`src/rtl/sdram_bank_pkg.sv`:
```
package sdram_bank_pkg;
  typedef enum logic [2:0] {
    CMD_NOP = 3'd0, CMD_OPEN = 3'd1, CMD_RD = 3'd2, CMD_WR = 3'd3,
    CMD_RDA = 3'd4, CMD_WRA = 3'd5, CMD_CLOSE = 3'd6, CMD_STOP = 3'd7
  } cmd_e;

  typedef enum logic [2:0] {
    ST_IDLE = 3'd0, ST_ACTIVE = 3'd1, ST_BURST = 3'd2,
    ST_LOCKED = 3'd3, ST_PRECHG = 3'd4
  } bank_st_e;
endpackage

```
`src/rtl/sdram_bank_age.sv`:
```
// Saturating count of cycles since the last row open.
module sdram_bank_age #(
  parameter int CW = 6
) (
  input  logic          clk_i,
  input  logic          rst_ni,
  input  logic          open_i,
  output logic [CW-1:0] age_o
);
  always_ff @(posedge clk_i or negedge rst_ni) begin
    if (!rst_ni)               age_o <= '0;
    else if (open_i)           age_o <= CW'(1);
    else if (age_o != '1)      age_o <= age_o + CW'(1);
  end
endmodule

```
`src/rtl/sdram_bank_rules.sv`:
```
// Legality of a request against state and timing; precharge delay for self-closing bursts.
module sdram_bank_rules
  import sdram_bank_pkg::*;
#(
  parameter int TW  = 4,
  parameter int BLW = 4,
  parameter int CLW = 2,
  parameter int CW  = 6
) (
  input  bank_st_e       st_i,
  input  cmd_e           cmd_i,
  input  logic [CW-1:0]  age_i,
  input  logic [TW-1:0]  trcd_i,
  input  logic [TW-1:0]  tras_i,
  input  logic [BLW-1:0] bl_i,
  input  logic [CLW-1:0] cl_i,
  output logic           legal_o,
  output logic [BLW-1:0] ap_delay_o
);
  localparam int DW = CW + 1;

  logic [DW-1:0] bl_x, cl_x, rd_dly, dly_x, reach;
  logic          row_open, rcd_ok, ras_ok, ap_ok;

  always_comb begin
    bl_x   = DW'(bl_i);
    cl_x   = DW'(cl_i);
    rd_dly = (bl_x >= cl_x) ? (bl_x - cl_x + DW'(1)) : DW'(1);
    dly_x  = (cmd_i == CMD_RDA) ? rd_dly : bl_x;
    reach  = DW'(age_i) + dly_x;
    ap_delay_o = BLW'(dly_x);

    row_open = (st_i == ST_ACTIVE) || (st_i == ST_BURST);
    rcd_ok   = age_i >= CW'(trcd_i);
    ras_ok   = age_i >= CW'(tras_i);
    ap_ok    = reach >= DW'(tras_i);

    unique case (cmd_i)
      CMD_NOP:           legal_o = 1'b1;
      CMD_OPEN:          legal_o = (st_i == ST_IDLE);
      CMD_RD, CMD_WR:    legal_o = row_open && rcd_ok;
      CMD_RDA, CMD_WRA:  legal_o = row_open && rcd_ok && ap_ok;
      CMD_CLOSE:         legal_o = row_open && ras_ok;
      CMD_STOP:          legal_o = (st_i == ST_BURST);
      default:           legal_o = 1'b0;
    endcase
  end
endmodule

```
`src/rtl/sdram_bank_ctrl.sv`:
```
module sdram_bank_ctrl
  import sdram_bank_pkg::*;
#(
  parameter int TW  = 4,
  parameter int BLW = 4,
  parameter int CLW = 2
) (
  input  logic           clk_i,
  input  logic           rst_ni,
  input  logic           req_valid_i,
  input  logic [2:0]     req_cmd_i,
  input  logic [TW-1:0]  trcd_i,
  input  logic [TW-1:0]  tras_i,
  input  logic [TW-1:0]  trp_i,
  input  logic [BLW-1:0] bl_i,
  input  logic [CLW-1:0] cl_i,
  output logic           ready_o,
  output logic [2:0]     cmd_o,
  output logic [2:0]     state_o
);
  localparam int CW = ((TW > BLW) ? TW : BLW) + 2;

  bank_st_e       st_q;
  cmd_e           cmd;
  logic [CW-1:0]  age;
  logic           legal, issue, short_rp;
  logic [BLW-1:0] ap_delay, burst_left_q, ap_left_q;
  logic [TW-1:0]  pre_left_q;

  assign cmd      = cmd_e'(req_cmd_i);
  assign ready_o  = req_valid_i && legal;
  assign issue    = ready_o && (cmd != CMD_NOP);
  assign cmd_o    = ready_o ? req_cmd_i : 3'(CMD_NOP);
  assign state_o  = 3'(st_q);
  assign short_rp = trp_i <= TW'(1);

  sdram_bank_age #(.CW(CW)) i_age (
    .clk_i  (clk_i),
    .rst_ni (rst_ni),
    .open_i (issue && cmd == CMD_OPEN),
    .age_o  (age)
  );

  sdram_bank_rules #(.TW(TW), .BLW(BLW), .CLW(CLW), .CW(CW)) i_rules (
    .st_i       (st_q),
    .cmd_i      (cmd),
    .age_i      (age),
    .trcd_i     (trcd_i),
    .tras_i     (tras_i),
    .bl_i       (bl_i),
    .cl_i       (cl_i),
    .legal_o    (legal),
    .ap_delay_o (ap_delay)
  );

  always_ff @(posedge clk_i or negedge rst_ni) begin
    if (!rst_ni) begin
      st_q         <= ST_IDLE;
      burst_left_q <= '0;
      ap_left_q    <= '0;
      pre_left_q   <= '0;
    end else begin
      unique case (st_q)
        ST_IDLE: if (issue && cmd == CMD_OPEN) st_q <= ST_ACTIVE;
        ST_ACTIVE, ST_BURST: begin
          if (st_q == ST_BURST) begin
            if (burst_left_q <= BLW'(1)) st_q <= ST_ACTIVE;
            burst_left_q <= burst_left_q - BLW'(1);
          end
          if (issue) begin
            unique case (cmd)
              CMD_RD, CMD_WR: begin
                burst_left_q <= bl_i - BLW'(1);
                st_q <= (bl_i > BLW'(1)) ? ST_BURST : ST_ACTIVE;
              end
              CMD_RDA, CMD_WRA: begin
                ap_left_q <= ap_delay;
                st_q      <= ST_LOCKED;
              end
              CMD_CLOSE: begin
                pre_left_q <= trp_i - TW'(1);
                st_q       <= short_rp ? ST_IDLE : ST_PRECHG;
              end
              CMD_STOP: begin
                burst_left_q <= '0;
                st_q         <= ST_ACTIVE;
              end
              default: ;
            endcase
          end
        end
        ST_LOCKED: begin
          // internal precharge starts in the cycle the countdown reaches one
          if (ap_left_q <= BLW'(1)) begin
            pre_left_q <= trp_i - TW'(1);
            st_q       <= short_rp ? ST_IDLE : ST_PRECHG;
          end else begin
            ap_left_q <= ap_left_q - BLW'(1);
          end
        end
        ST_PRECHG: begin
          if (pre_left_q <= TW'(1)) st_q <= ST_IDLE;
          else pre_left_q <= pre_left_q - TW'(1);
        end
        default: st_q <= ST_IDLE;
      endcase
    end
  end
endmodule

```
`config.mk`:
```
export PLATFORM = sky130hd
export DESIGN_NAME = sdram_bank_ctrl
export DESIGN_NICKNAME = d
export VERILOG_FILES = /design/src/rtl/sdram_bank_pkg.sv /design/src/rtl/sdram_bank_age.sv /design/src/rtl/sdram_bank_rules.sv /design/src/rtl/sdram_bank_ctrl.sv
export SDC_FILE = /design/constraint.sdc
export NUM_CORES = 1
export LEC_CHECK = 0
export BUFFER_PORTS_ARGS = -buffer_cell sky130_fd_sc_hd__buf_2
export CELL_PAD_IN_SITES_DETAIL_PLACEMENT = 1
export CELL_PAD_IN_SITES_GLOBAL_PLACEMENT = 1
export CORE_ASPECT_RATIO = 0.75
export CORE_UTILIZATION = 40
export DETAILED_ROUTE_END_ITERATION = 6
export PLACE_DENSITY_LB_ADDON = 0.1
export SLEW_MARGIN = 20
export SYNTH_ARGS = -nofsm -noshare
export SYNTH_HDL_FRONTEND = slang
export SYNTH_SLANG_ARGS = --single-unit
```
`constraint.sdc`:
```
create_clock -name clk_i -period 5.8 [get_ports clk_i]
set_input_delay 1.45 -clock clk_i [delete_from_list [all_inputs] [get_ports clk_i]]
set_output_delay 1.45 -clock clk_i [all_outputs]
set_load 0.05 [all_outputs]
```
== Yosys cells after proc, flatten, opt, wreduce, memory -nomap -nowiden ==
Cells that the tools add are included.

* Flip-flop bits (word level): 21
* Bits of input ports: 24
* Output and inout bits: 7
* Word-level logic and storage cells: 90

* $add $sub $neg: 9
* Magnitude comparators: 9
* Equal/unequal tests: 20
* Mux-type cells: 28
* Reductions and logical operators: 19

{| class="wikitable"
|+ Operator list
! cell !! count
|-
| $mux W4 || 9
|-
| $mux W3 || 8
|-
| $pmux W3 S4 || 2
|-
| $sub A4 B1 Y4 const B || 5
|-
| $le A4 B1 Y1 const B || 4
|-
| $pmux W4 S2 || 2
|-
| $eq A3 B3 Y1 const B || 5
|-
| $mux W7 || 2
|-
| $eq A3 B2 Y1 const B || 4
|-
| $ge A6 B4 Y1 || 2
|-
| $mux W6 || 2
|-
| $ne A2 B2 Y1 const B || 6
|-
| $pmux W4 S3 || 1
|-
| $add A6 B7 Y7 || 1
|-
| $add A7 B1 Y7 const B || 1
|-
| $ge A7 B4 Y1 || 1
|-
| $add A6 B1 Y6 const B || 1
|-
| $eq A3 B1 Y1 const B || 2
|-
| $logic_and A1 B1 Y1 || 6
|-
| $logic_not A3 Y1 || 2
|-
| $ne A6 B6 Y1 const B || 1
|-
| $pmux W1 S6 || 1
|-
| $reduce_bool A3 Y1 || 2
|-
| $reduce_or A2 Y1 || 3
|-
| 10 further kinds || 12
|}

== Longest topological paths before layout ==
Gate-level depths: netlist (run 1).

* Depth in word-level cells: 13
* Depth in mapped cells: 21
* Mapped depth without buffers: 21

== Cells and area by module ==
A second synthesis (run 1) with hierarchy kept.

* Cells, all modules: 297
* Area, all modules: 2,423.6 um^2

{| class="wikitable"
|+ Modules (own cells, without submodules)
! module !! instances !! cells each !! area an instance (um^2) !! seq. area each (um^2)
|-
| sdram_bank_ctrl || 1 || 155 || 1,257.5 || 375.4
|-
| sdram_bank_rules || 1 || 113 || 859.6 || 0.0
|-
| sdram_bank_age || 1 || 29 || 306.5 || 150.1
|}

== Worst setup path after synthesis (run 1) ==
OpenSTA, ideal clock, no wires.

* Path type: input to output
* Start: in bl_i[0]
* End: out cmd_o[0]
* Data arrival time: 5,129 ps
* Data required time: 4,350 ps
* Path slack: -779 ps
* Stages on the path: 20
* Path buffers: 0
* Cell sequence: inv_1 -> ha_1 -> fa_1 -> inv_1 -> ha_1 -> xor2_1 -> o21ai_0 -> nand2_1 -> o21ai_0 -> ha_1 -> o21ai_0 -> nor2_1 -> nor2_1 -> ha_1 -> o21ai_0 -> o32ai_1 -> a31oi_1 -> a31oi_4 -> nor2_2 -> nor2b_1

* Longest elaborated chain between the ends: 10

{| class="wikitable"
|+ Ends and longest elaborated chain
! what !! RTL line !! source
|-
| from (decl) || sdram_bank_ctrl.sv:15 || <nowiki>input logic [BLW-1:0] bl_i,</nowiki>
|-
| $sub A4 B2 Y5 || sdram_bank_rules.sv:28 || <nowiki>rd_dly = (bl_x >= cl_x) ? (bl_x - cl_x + DW'(1)) : DW'(1);</nowiki>
|-
| $add A7 B1 Y7 || sdram_bank_rules.sv:28 ||
|-
| $mux W7 || sdram_bank_rules.sv:28 ||
|-
| $mux W7 * || sdram_bank_rules.sv:29 || <nowiki>dly_x = (cmd_i == CMD_RDA) ? rd_dly : bl_x;</nowiki>
|-
| $add A6 B7 Y7 * || sdram_bank_rules.sv:30 || <nowiki>reach = DW'(age_i) + dly_x;</nowiki>
|-
| $ge A7 B4 Y1 * || sdram_bank_rules.sv:36 || <nowiki>ap_ok = reach >= DW'(tras_i);</nowiki>
|-
| $logic_and A1 B1 Y1 * || sdram_bank_rules.sv:42 || <nowiki>CMD_RDA, CMD_WRA: legal_o = row_open && rcd_ok && ap_ok;</nowiki>
|-
| $pmux W1 S6 * || sdram_bank_rules.sv:38 || <nowiki>unique case (cmd_i)</nowiki>
|-
| $logic_and A1 B1 Y1 * || sdram_bank_ctrl.sv:31 || <nowiki>assign ready_o = req_valid_i && legal;</nowiki>
|-
| $mux W3 * || sdram_bank_ctrl.sv:33 || <nowiki>assign cmd_o = ready_o ? req_cmd_i : 3'(CMD_NOP);</nowiki>
|-
| to (decl) || sdram_bank_ctrl.sv:18 || <nowiki>output logic [2:0] cmd_o,</nowiki>
|}

Every way passes the cells marked *; elsewhere a longest branch is shown, timed or not.

== Final worst setup path (run 1) ==
* Start: in cl_i[0]
* End: out cmd_o[2]

* Longest elaborated chain between the ends: 10

{| class="wikitable"
|+ Ends and longest elaborated chain
! what !! RTL line !! source
|-
| from (decl) || sdram_bank_ctrl.sv:16 || <nowiki>input logic [CLW-1:0] cl_i,</nowiki>
|-
| $sub A4 B2 Y5 || sdram_bank_rules.sv:28 ||
|-
| $add A7 B1 Y7 || sdram_bank_rules.sv:28 ||
|-
| $mux W7 * || sdram_bank_rules.sv:28 ||
|-
| $mux W7 * || sdram_bank_rules.sv:29 ||
|-
| $add A6 B7 Y7 * || sdram_bank_rules.sv:30 ||
|-
| $ge A7 B4 Y1 * || sdram_bank_rules.sv:36 ||
|-
| $logic_and A1 B1 Y1 * || sdram_bank_rules.sv:42 ||
|-
| $pmux W1 S6 * || sdram_bank_rules.sv:38 ||
|-
| $logic_and A1 B1 Y1 * || sdram_bank_ctrl.sv:31 ||
|-
| $mux W3 * || sdram_bank_ctrl.sv:33 ||
|}

Marked as above.

==> summary.md, run 1 <==
| Metric | Value |
|---|---|
| Cell Rows | `24` |
| Die X | `around 90 um` |
| Worst reg-to-reg path cell count | `13` |
| Worst path required time | `about 4.4 ns` |
| P per Cell Area | `around 310 nW/um^2` |
| Register-to-register setup slack | `2.48 ns` |
| Ys flop type | `dfrtp_1` |
| Nets | `about 420` |
| Total chip power | `between 1000 and 1500 uW` |
| Syn Nets | `between 300 and 400` |
| Filler instances | `~720` |
| Max Fanout on Critical Path | `4` |
| Slew headroom | `around 63%` |
| Leak | `about 0.0015 uW` |
| Share of the synthesized area in the top cell type | `21.3%` |
| Finished Cell Area | `between 3000 and 4000 um^2` |
| Antenna-violating nets left | `0` |
| Setup WS pre-CTS | `-0.860 ns` |
| Global-route wire length before repair | `approximately 13000 um` |
| Die ar. | `roughly 6500 um^2` |
| Hold path cells | `2` |
| Hpwl dp | `slightly below 6000 um` |
| Routed WL | `around 7900 um` |
| Type of the tightest min-delay check | `flop to flop` |
| Maxcap violations | `0` |
| Most frequent cell on the critical path | `o21ai_2` |
| Fin. max-slew vios | `0` |
| Seq cells post-synth | `21` |
| Share of cells above drive strength 1 | `about a third` |
| Clk sinks | `21` |
| Synthesized instance count | `between 200 and 300` |
| Synth cell types | `60` |
| Synth cell count leaders | `ha_1 (32), inv_1 (32), nor2_1 (28)` |
| Top Layer Used | `met4` |
| DRT iter0 DRCs | `slightly above 100` |
| Via-per-instance ratio | `between 5 and 6` |
| Clk root buf | `clkbuf_8` |
| Area of the mapped netlist | `approximately 2500 um^2` |
| GR Overflow Total | `0` |
| CTS tree | `built` |
| Routed wire per std cell | `17.7 um` |
| Fin. Hold Viols | `0` |
| Die height | `around 70 um` |
| Status | `finished with violations` |
| Startpoint types | `input port` |
| Post-synth EDFFs | `0` |
| Skew final | `approximately 0.0052 ns` |
| Port buffer count | `30` |
| Starting Density | `a little over two fifths` |
| # H-tree levels | `1` |
| Number of antenna repair diodes | `0` |
| Sequential fraction of the synthesis area | `21.3%` |
| # DRC | `0` |
| 1st-pass router iterations | `4` |
| Peak Freq | `between 0.15 and 0.2 GHz` |
| Skew-Pair Late Insertion Delay | `around 0.27 ns` |
| YS warnings | `0` |
| Vias | `2449` |
| Final setup viols | `3` |
| Final setup margin | `-0.577 ns` |
| Final period utilization | `110%` |
| Met2 wire length | `between 3000 and 4000 um` |
| CTS buffer count | `3` |
| Peak supply drop | `roughly 0.19 mV` |
| Final Core Density | `a little under three fifths` |
| Failing checks | `setup timing` |
| Synthesized area per cell | `just over 8 um^2` |
| Largest cells by area after synthesis | `dfrtp_1 (21%), ha_1 (16%), inv_1 (4.9%)` |
| Slew @ Worst Pin | `between 0.5 and 0.6 ns` |
| Overall Global Routing Usage | `25.0%` |
| Largest area contributor in the netlist | `dfrtp_1` |
| Maximum clock insertion buffer count | `2` |
| RSZ-0062 raised after global routing | `yes` |
| CP Class | `input port to output port` |
| Slowest CP cell | `fa_2` |
| Crit path time final | `~6.4 ns` |
| Largest net degree at the start of global routing | `22` |
| Ys async rst share | `between 90% and 100%` |
| Placer Congestion | `between 0.8 and 0.9` |
| Met3 wire length | `about 140 um` |
| Crit. End Element | `output port` |
| Layout area overhead | `32.2%` |
| Core area | `slightly below 6000 um^2` |
| Vias in the first global route | `around 2600` |
| Crit-path max cell delay | `between 0.5 and 0.6 ns` |
| Initial antenna violation count | `0` |
| CP cell instances | `buf_2, ha_4, fa_2, inv_2, ha_4, xor2_4, o21ai_2, nand2_1, o21ai_2, ha_4, o21ai_2, nor2_2, nor2_1, ha_1, o21ai_2, o32ai_2, a31oi_2, a31oi_4, nor2_4, buf_4, nor2b_4, buf_6` |
| Dpl cell area | `2990 um^2` |
| M1 wire length | `between 3000 and 4000 um` |
| # IOs | `31` |
| Crit path arrival time | `4.93 ns` |
| Clk pin slew, worst setup/hold paths | `around 0.090 ns` |
## timing repair
item,CTS,global route
buffers inserted,3,6
hold endpoints to repair,0,0
hold buffers,0,0
setup endpoints to repair,3,3
pin swaps,15,16
resized for setup,23,13
## layer usage
metal	up-vias	global-route usage, %
met5	-	0
met4	0	7.29
met3	12	1.96
met2	33	42.6
met1	1201	33.8
li1	1203	-
## logic make-up after synthesis
group / Yosys count / share of synthesized area [%]
compound gates: 76 / 22.5
xor+xnor: 14 / 5.28
fa+ha+maj: 34 / 17.9
buf+inv: 43 / 7.42
flops: 21 / 21.3
mux: 4 / 1.68
simple gates: 105 / 23.9
## flip-flops by register name (all words and copies together), names as in the netlist
name	count
state_o	3
burst_left_q	4
pre_left_q	4
ap_left_q	4
i_age.age_o	6
## placed cells by master, fill, tap and decap left out, drive strengths merged, types with 3 or more instances in the layout
cell type / count
nor3: 12
a31oi: 8
nor2: 30
mux2i: 3
ha: 32
o22ai: 6
a21oi: 11
nand2: 17
nor4: 5
nand2b: 6
xnor2: 6
nor3b: 7
inv: 31
xor2: 8
dfrtp: 21
o31ai: 6
clkbuf: 3
nand3: 9
nor2b: 3
a211oi: 5
and3: 3
o21ai: 23
or3: 3
buf: 75
## where the power goes
part           switching [uW]  internal (uW)  total (uW)
combinational             328            299         627
sequential               89.5            195         285
clock                    56.0           48.1         104
total                     473            543        1020
## stage by stage
stage | setup TNS (ns) | std cells | hold slack [ns]
floorplan | -0.895 | 297 | 0.472
global placement | -2.00 | 430 | 0.507
detailed placement | -2.46 | 430 | 0.501
CTS | -1.37 | 437 | 0.524
global route | -2.08 | 443 | 0.573
finish | -1.66 | 443 | 0.525
## path summary, 6_finish.rpt
path	startpoint	end
worst max-delay path	cl_i[0]	cmd_o[2]
worst min-delay path	ap_left_q[1]$_DFFE_PN0P_	ap_left_q[1]$_DFFE_PN0P_
worst max register to register	i_age.age_o[0]$_DFFE_PN0P_	pre_left_q[2]$_DFFE_PN0P_
worst min register to register	ap_left_q[1]$_DFFE_PN0P_	ap_left_q[1]$_DFFE_PN0P_
max in group asynchronous	rst_ni	pre_left_q[0]$_DFFE_PN0P_
min in group asynchronous	rst_ni	i_age.age_o[0]$_DFFE_PN0P_
## final cells by class
class / instances / area [um^2] / share of cell area (%)
inverters: 32 / 136 / 4.19
multi-input cells: 233 / 1920 / 59.1
clock buffers: 3 / 41.3 / 1.27
clock inverters: 1 / 5.00 / 0.154
repair buffers: 75 / 526 / 16.1
well taps: 78 / 97.6 / 3.00
flip-flops and latches: 21 / 526 / 16.1
## worst max-delay path, delay by kind of cell
family / cells / cell delay [ns]
buf+inv: 4 / 0.46
compound gates: 7 / 0.88
fa+ha+maj: 5 / 1.43
xor+xnor: 1 / 0.16
simple gates: 5 / 0.52
No activity file was read; power rests on OpenSTA's default activity.
==> inputs of run 2 (changes only) <==
--- a/config.mk
+++ b/config.mk
@@ -9,7 +9,8 @@
 export CELL_PAD_IN_SITES_DETAIL_PLACEMENT = 1
 export CELL_PAD_IN_SITES_GLOBAL_PLACEMENT = 1
 export CORE_ASPECT_RATIO = 0.75
-export CORE_UTILIZATION = 40
+export CORE_MARGIN = 2
+export CORE_UTILIZATION = 44
 export DETAILED_ROUTE_END_ITERATION = 6
 export PLACE_DENSITY_LB_ADDON = 0.1
 export SLEW_MARGIN = 20
==> constraint.sdc (replaced) <==
create_clock -name clk_i -period 6.9 [get_ports clk_i]
set_input_delay 1.725 -clock clk_i [delete_from_list [all_inputs] [get_ports clk_i]]
set_output_delay 1.725 -clock clk_i [all_outputs]
set_load 0.05 [all_outputs]
==> run 2 against run 1 <==
- total power fell by 16%
- final area fell by 6.0%
- via count fell by 2.2%
- hold slack improved by 0.016 ns
- the run still ends with setup timing left
- global-route usage fell by 0.085 points
- routed wire length rose by 0.48%
==> summary.md, run 2 (synthesis gave the netlist of run 1 again) <==
| Metric | Value |
|---|---|
| Commonest non-fill, non-tap cell in the layout | `inv_1 (was buf_4)` |
| # IOs | `31 (unchanged)` |
| Peak supply drop | `0.179 mV (was 0.187 mV)` |
| Largest net degree at the start of global routing | `22 (unchanged)` |
| Crit. End Element | `output port (unchanged)` |
| Dpl cells | `411 (was 430)` |
| Number of antenna repair diodes | `0 (unchanged)` |
| CTS Hold Buffers Added | `0 (unchanged)` |
| Final setup margin | `-0.0512 ns (was -0.577 ns)` |
| Skew final | `0.00659 ns (was 0.00521 ns)` |
| Final period utilization | `101%` |
| Max reg flops | `6 (unchanged)` |
| Final Core Density | `56.9% (was 55.3%)` |
| Slew headroom | `64.7% (was 62.9%)` |
| CP Class | `input port to output port (unchanged)` |
| Met3 wire length | `212 um (was 143 um)` |
| CTS tree | `built (unchanged)` |
| Hpwl dp | `5510 um (was 5950 um)` |
| Max Fanout on Critical Path | `5 (was 4)` |
| # H-tree levels | `1 (unchanged)` |
| Maximum clock insertion buffer count | `2 (unchanged)` |
| Clk pin slew, worst setup/hold paths | `0.08 ns (was 0.09 ns)` |
| CP cell instances | `buf_2, inv_2, ha_2, fa_1, inv_1, ha_4, xor2_2, o21ai_1, nand2_1, o21ai_2, ha_4, a211oi_2, nor2_1, ha_1, o21ai_2, o32ai_2, a31oi_2, a31oi_4, nor2_4, nor2b_2, buf_6 (was buf_2, ha_4, fa_2, inv_2, ha_4, xor2_4, o21ai_2, nand2_1, o21ai_2, ha_4, o21ai_2, nor2_2, nor2_1, ha_1, o21ai_2, o32ai_2, a31oi_2, a31oi_4, nor2_4, buf_4, nor2b_4, buf_6)` |
| Dpl cell area | `2790 um^2 (was 2990 um^2)` |
| Crit path max-delay family | `adder cells (unchanged)` |
| Slew @ Worst Pin | `0.530 ns (was 0.553 ns)` |
| Initial antenna violation count | `0 (unchanged)` |
| Global-route wire length before repair | `12200 um (was 12800 um)` |
| Slowest CP cell | `fa_1 (was fa_2)` |
| Clk root buf | `clkbuf_8 (unchanged)` |
| Routed WL | `7900 um (was 7860 um)` |
| Worst path required time | `5.18 ns (was 4.35 ns)` |
| Crit path buffers/inverters | `4 (unchanged)` |
| CTS buffer count | `3 (unchanged)` |
| P per Cell Area | `278 nW/um^2 (was 312 nW/um^2)` |
| Fin. max-slew vios | `0 (unchanged)` |
| Type of the tightest min-delay check | `flop to flop (unchanged)` |
| # DRC | `0 (unchanged)` |
| Fin cells | `422 (was 443)` |
| Routed wire per std cell | `18.7 um (was 17.7 um)` |
| Layout area overhead | `24.3% (was 32.2%)` |
| Maxcap violations | `0 (unchanged)` |
| Setup TNS | `-0.131 ns (was -1.66 ns)` |
| Share of cells above drive strength 1 | `28.8% (was 33.7%)` |
| Top Layer Used | `met4 (unchanged)` |
| Skew-Pair Late Insertion Delay | `0.26 ns (was 0.27 ns)` |
| Most frequent cells in the layout | `inv_1 (29), nor2_1 (28), buf_2 (27), ha_1 (26), buf_4 (26) (was buf_4 (45), inv_1 (28), nor2_1 (27), ha_1 (27), buf_2 (26))` |
| Vias in the first global route | `2387 (was 2571)` |
| Die ar. | `6220 um^2 (was 6480 um^2)` |
| Vias | `2396 (was 2449)` |
| Biggest register | `i_age.age_o (unchanged)` |
| Placer Congestion | `0.889 (was 0.855)` |
| GR Overflow Total | `0 (unchanged)` |
| Finished Cell Area | `3060 um^2 (was 3260 um^2)` |
| Cell Rows | `23 (was 24)` |
| Status | `finished with violations (unchanged)` |
| Nets | `406 (was 424)` |
| Leak | `0.00139 uW (was 0.00149 uW)` |
| Startpoint types | `input port (unchanged)` |
| Failing checks | `setup timing (unchanged)` |
| Die X | `90.4 um (was 92.6 um)` |
| Crit path time final | `between 6 and 7 ns` |
| M1 wire length | `3770 um (was 3740 um)` |
| Final setup viols | `3 (unchanged)` |
| Antenna-violating nets left | `0 (unchanged)` |
| Starting Density | `45.8% (was 41.8%)` |
| Core area | `5380 um^2 (was 5890 um^2)` |
| Peak Freq | `approximately 0.14 GHz` |
| Fin. Hold Viols | `0 (unchanged)` |
| Met2 wire length | `3680 um (was 3840 um)` |
| DRT iter0 DRCs | `109 (was 101)` |
| Port buffer count | `30 (unchanged)` |
| WHS | `0.542 ns (was 0.525 ns)` |
| RSZ-0062 raised after global routing | `yes (unchanged)` |
| Via-per-instance ratio | `5.68 (was 5.53)` |
| 1st-pass router iterations | `4 (unchanged)` |
| Crit-path max cell delay | `0.52 ns (was 0.58 ns)` |
| Crit path arrival time | `5.23 ns (was 4.93 ns)` |
| Overall Global Routing Usage | `24.9% (was 25.0%)` |
| Die height | `68.8 um (was 70.0 um)` |
| Clk sinks | `21 (unchanged)` |
run 2: cell types whose count changed in the layout (fill, tap and decap cells not counted), sizes merged:
cell,previous run,this run
inv,31,32
clkinvlp,1,0
buf,75,57
clkbuf,3,4
clkinv,1,0
run 2: metrics by stage:
stage	setup slack, ns	power (uW)
2_1_floorplan	-0.229	525
3_3_place_gp	-0.197	630
3_5_place_dp	-0.276	655
4_1_cts	0.00257	787
5_1_grt	-0.225	921
6_report	-0.0512	852
run 2: routing by layer:
layer  up-vias  track usage (%)
li1       1163                -
met1      1167             34.2
met2        48             43.3
met3        18             1.85
met4         0             7.12
met5         -                0
run 2: worst register-to-register path, stage by stage, from the launching register on:
cell and delay [ns]:
dfrtp_1 0.48, ha_2 0.25, fa_2 0.38, xor2_1 0.17
ha_1 0.26, a211oi_2 0.22, o32ai_2 0.14, a31oi_2 0.22
a31oi_4 0.13, buf_4 0.18, o31ai_4 0.38, a21oi_1 0.09
o22a_1 0.21
run 2: final timing paths:
kind,from,end,slack (ns),depth (start not counted)
max,bl_i[0],cmd_o[2],-0.05,21
max reg2reg,i_age.age_o[0]$_DFFE_PN0P_,pre_left_q[3]$_DFFE_PN0P_,3.69,12
max in group asynchronous,rst_ni,pre_left_q[3]$_DFFE_PN0P_,5.11,1
min,ap_left_q[1]$_DFFE_PN0P_,ap_left_q[1]$_DFFE_PN0P_,0.54,2
min reg2reg,ap_left_q[1]$_DFFE_PN0P_,ap_left_q[1]$_DFFE_PN0P_,0.54,2
min in group asynchronous,rst_ni,pre_left_q[2]$_DFFE_PN0P_,1.43,1
run 2: repair_timing:
action | in CTS | in global routing
pin swaps | 10 | 12
gates resized for setup | 25 | 17
hold endpoints to repair | 0 | 0
endpoints found under the setup margin | 3 | 3
setup buffers | 4 | 3
run 2: final cells by class:
class	instances	area, um^2
Fill cell	659	2320
Multi-Input combinational cell	233	1900
Sequential cell	21	526
Timing Repair Buffer	57	379
Inverter	32	120
Tap cell	75	93.8
Clock buffer	4	45.0
run 2: power breakdown:
group	internal (uW)	leakage, uW	switching [uW]
combinational	243	0.00111	281
clock	41.2	0.0000228	43.4
sequential	164	0.000263	79.7
total	448	0.00139	404
==> inputs of run 3 (changes only) <==
--- a/config.mk
+++ b/config.mk
@@ -10,7 +10,7 @@
 export CELL_PAD_IN_SITES_GLOBAL_PLACEMENT = 1
 export CORE_ASPECT_RATIO = 0.75
 export CORE_MARGIN = 2
-export CORE_UTILIZATION = 44
+export CORE_UTILIZATION = 48
 export DETAILED_ROUTE_END_ITERATION = 6
 export PLACE_DENSITY_LB_ADDON = 0.1
 export SLEW_MARGIN = 20
==> constraint.sdc (replaced) <==
create_clock -name clk_i -period 8.97 [get_ports clk_i]
set_input_delay 2.2425 -clock clk_i [delete_from_list [all_inputs] [get_ports clk_i]]
set_output_delay 2.2425 -clock clk_i [all_outputs]
set_load 0.05 [all_outputs]
==> run 3 against run 2 <==
- the flow now finishes without violations
- non-clock buffer count shrank 26
- hold slack better by 0.0022 ns
- clock skew down 0.0025 ns
- first-iteration DRC count down 15%
- final cell count is 9.7% lower
- sequential share of layout area increased by 2.4 points
- clock power is 24% lower
- via count shrank 7.2%
- global-route usage is essentially flat
- sequential power is 25% lower
- clock-buffer cell count fell by 1
- routed wire length fell by 17%
- largest power group unchanged
==> summary.md, run 3 (synthesis gave the netlist of run 1 again) <==
| Metric | Value |
|---|---|
| Status | `complete, no violations (was finished with violations)` |
| Slew @ Worst Pin | `0.555 ns (was 0.530 ns)` |
| Peak supply drop | `0.111 mV (was 0.179 mV)` |
| Setup WS pre-CTS | `0.392 ns (was -0.276 ns)` |
| P per Cell Area | `205 nW/um^2 (was 278 nW/um^2)` |
| Cell Rows | `22 (was 23)` |
| CTS Hold Buffers Added | `0 (unchanged)` |
| GR Overflow Total | `0 (unchanged)` |
| Final setup margin | `0.327 ns (was -0.0512 ns)` |
| Sw power | `259 uW (was 404 uW)` |
| Worst Hold End | `pre_left_q[3]$_DFFE_PN0P_ (was ap_left_q[1]$_DFFE_PN0P_)` |
| Worst path required time | `6.73 ns (was 5.18 ns)` |
| CP Class | `input port to output port (unchanged)` |
| Logic pwr share | `55.0% (was 61.5%)` |
| Skew final | `0.00405 ns (was 0.00659 ns)` |
| RSZ-0062 raised after global routing | `no (was yes)` |
| Hold Path Origin | `pre_left_q[3]$_DFFE_PN0P_ (was ap_left_q[1]$_DFFE_PN0P_)` |
| Fin. Hold Viols | `0 (unchanged)` |
| Switching fraction of total power | `47.2% (was 47.4%)` |
| Routed WL | `6580 um (was 7900 um)` |
| Final period utilization | `96.4%` |
| Clk pin slew, worst setup/hold paths | `0.08 ns (about the same)` |
| Leak | `0.00125 uW (was 0.00139 uW)` |
| Clk root buf | `clkbuf_8 (unchanged)` |
| Reg-to-reg endpoint | `pre_left_q[2]$_DFFE_PN0P_ (was pre_left_q[3]$_DFFE_PN0P_)` |
| Peak Freq | `~0.12 GHz` |
| Share of cells above drive strength 1 | `15.9% (was 28.8%)` |
| Crit path time final | `about 8.6 ns` |
| Overall Global Routing Usage | `25.0% (was 24.9%)` |
| Global-route wire length before repair | `11100 um (was 12200 um)` |
| Die height | `66.0 um (was 68.8 um)` |
| Total chip power | `549 uW (was 852 uW)` |
| Fin. max-slew vios | `0 (unchanged)` |
| 1st-pass router iterations | `4 (unchanged)` |
| R2r startpoint | `i_age.age_o[0]$_DFFE_PN0P_ (unchanged)` |
| Starting Density | `50.0% (was 45.8%)` |
| Antenna-violating nets left | `0 (unchanged)` |
| CTS buffer count | `3 (unchanged)` |
| PostCTS Resize Cnt | `0 (was 25)` |
| Fin cells | `381 (was 422)` |
| CTS tree | `built (unchanged)` |
| Layout area overhead | `8.79% (was 24.3%)` |
| Placer Congestion | `0.899 (was 0.889)` |
| Clock share of power | `11.7% (was 9.9%)` |
| Crit path arrival time | `6.40 ns (was 5.23 ns)` |
| Largest net degree at the start of global routing | `22 (unchanged)` |
| Core area | `4930 um^2 (was 5380 um^2)` |
| Hold path cells | `1 (was 2)` |
| # H-tree levels | `1 (unchanged)` |
| Skew-Pair Late Insertion Delay | `0.26 ns (about the same)` |
| Vias in the first global route | `2259 (was 2387)` |
| Die X | `86.7 um (was 90.4 um)` |
| Number of antenna repair diodes | `0 (unchanged)` |
| Register-to-register setup slack | `5.85 ns (was 3.69 ns)` |
| Biggest register | `i_age.age_o (unchanged)` |
| Clk sinks | `21 (unchanged)` |
| Type of the tightest min-delay check | `flop to flop (unchanged)` |
| Dpl cell area | `2630 um^2 (was 2790 um^2)` |
| Worst reg-to-reg path cell count | `11 (was 12)` |
| Crit. End Element | `output port (unchanged)` |
| Vias | `2223 (was 2396)` |
| Slew headroom | `63.0% (was 64.7%)` |
| Die ar. | `5720 um^2 (was 6220 um^2)` |
| Finished Cell Area | `2680 um^2 (was 3060 um^2)` |
| Nets | `380 (was 406)` |
| Most frequent cells in the layout | `inv_1 (32), ha_1 (32), buf_2 (30), nor2_1 (28) (was inv_1 (29), nor2_1 (28), buf_2 (27), ha_1 (26), buf_4 (26))` |
| Post-CTS setup buffers | `0 (was 4)` |
| Startpoint types | `input port (unchanged)` |
| Setup TNS | `0 ns (was -0.131 ns)` |
| Max reg flops | `6 (unchanged)` |
| Final setup viols | `0 (was 3)` |
| Initial antenna violation count | `0 (unchanged)` |
| # DRC | `0 (unchanged)` |
| Pint | `290 uW (was 448 uW)` |
| Maxcap violations | `0 (unchanged)` |
| Port buffer count | `30 (unchanged)` |
| Sequential power share | `33.3% (was 28.6%)` |
| Routed wire per std cell | `17.3 um (was 18.7 um)` |
| Max Fanout on Critical Path | `6 (was 5)` |
| Maximum clock insertion buffer count | `2 (unchanged)` |
| Via-per-instance ratio | `5.83 (was 5.68)` |
| DRT iter0 DRCs | `93 (was 109)` |
| Hpwl dp | `5370 um (was 5510 um)` |
| # IOs | `31 (unchanged)` |
| Dpl cells | `377 (was 411)` |
run 3: power by group through the flow:
stage / Combinational [uW] / Clock, uW / Sequential (uW)
floorplan: 244 / 0 / 160
global placement: 288 / 0 / 181
detailed placement: 302 / 0 / 184
CTS: 304 / 66.8 / 183
global route: 347 / 70.0 / 191
finish: 302 / 64.5 / 183
run 3: how the worst max path moves through the flow:
stage / start / slack [ns] / endpoint
floorplan: bl_i[0] / 0.81 / cmd_o[0]
global placement: bl_i[0] / 0.52 / cmd_o[0]
detailed placement: bl_i[0] / 0.39 / cmd_o[0]
CTS: bl_i[0] / 0.37 / cmd_o[0]
global route: bl_i[0] / 0.01 / cmd_o[0]
finish: bl_i[0] / 0.33 / cmd_o[0]
run 3: critical path, cell delays in order:
cell	delay [ns]
buf_2	0.11
inv_1	0.08
ha_1	0.25
fa_1	0.54
inv_1	0.05
ha_1	0.24
xor2_1	0.25
nand2_1	0.08
o21ai_0	0.40
ha_1	0.33
o21ai_0	0.12
nor2_1	0.22
nor2_1	0.08
ha_1	0.27
o21ai_0	0.07
o32ai_1	0.09
a31oi_1	0.25
a31oi_4	0.17
nor2_2	0.25
nor2b_1	0.07
buf_2	0.21
run 3: layout make-up:
type                            count  area (um^2)
Tap cell                           60         75.1
Timing Repair Buffer               31          158
Multi-Input combinational cell    233         1750
Inverter                           32          120
Clock inverter                      1         5.00
Sequential cell                    21          526
Clock buffer                        3         41.3
Fill cell                         613         2250
run 3: per-stage QoR:
step	hold WS, ns	util (%)
6_report	0.544	54.4
5_1_grt	0.580	54.4
4_1_cts	0.547	54.4
3_5_place_dp	0.530	53.4
3_3_place_gp	0.498	53.4
2_1_floorplan	0.472	-
run 3: layer usage:
layer | vias up | part of all wire, % | GRT usage, % | wire (um)
met5 | - | 0 | 0 | 0
met4 | 0 | 0.73 | 4.10 | 48
met3 | 4 | 3.0 | 2.50 | 199
met2 | 32 | 45 | 40.5 | 2960
met1 | 1079 | 51 | 36.4 | 3370
li1 | 1108 | - | - | -
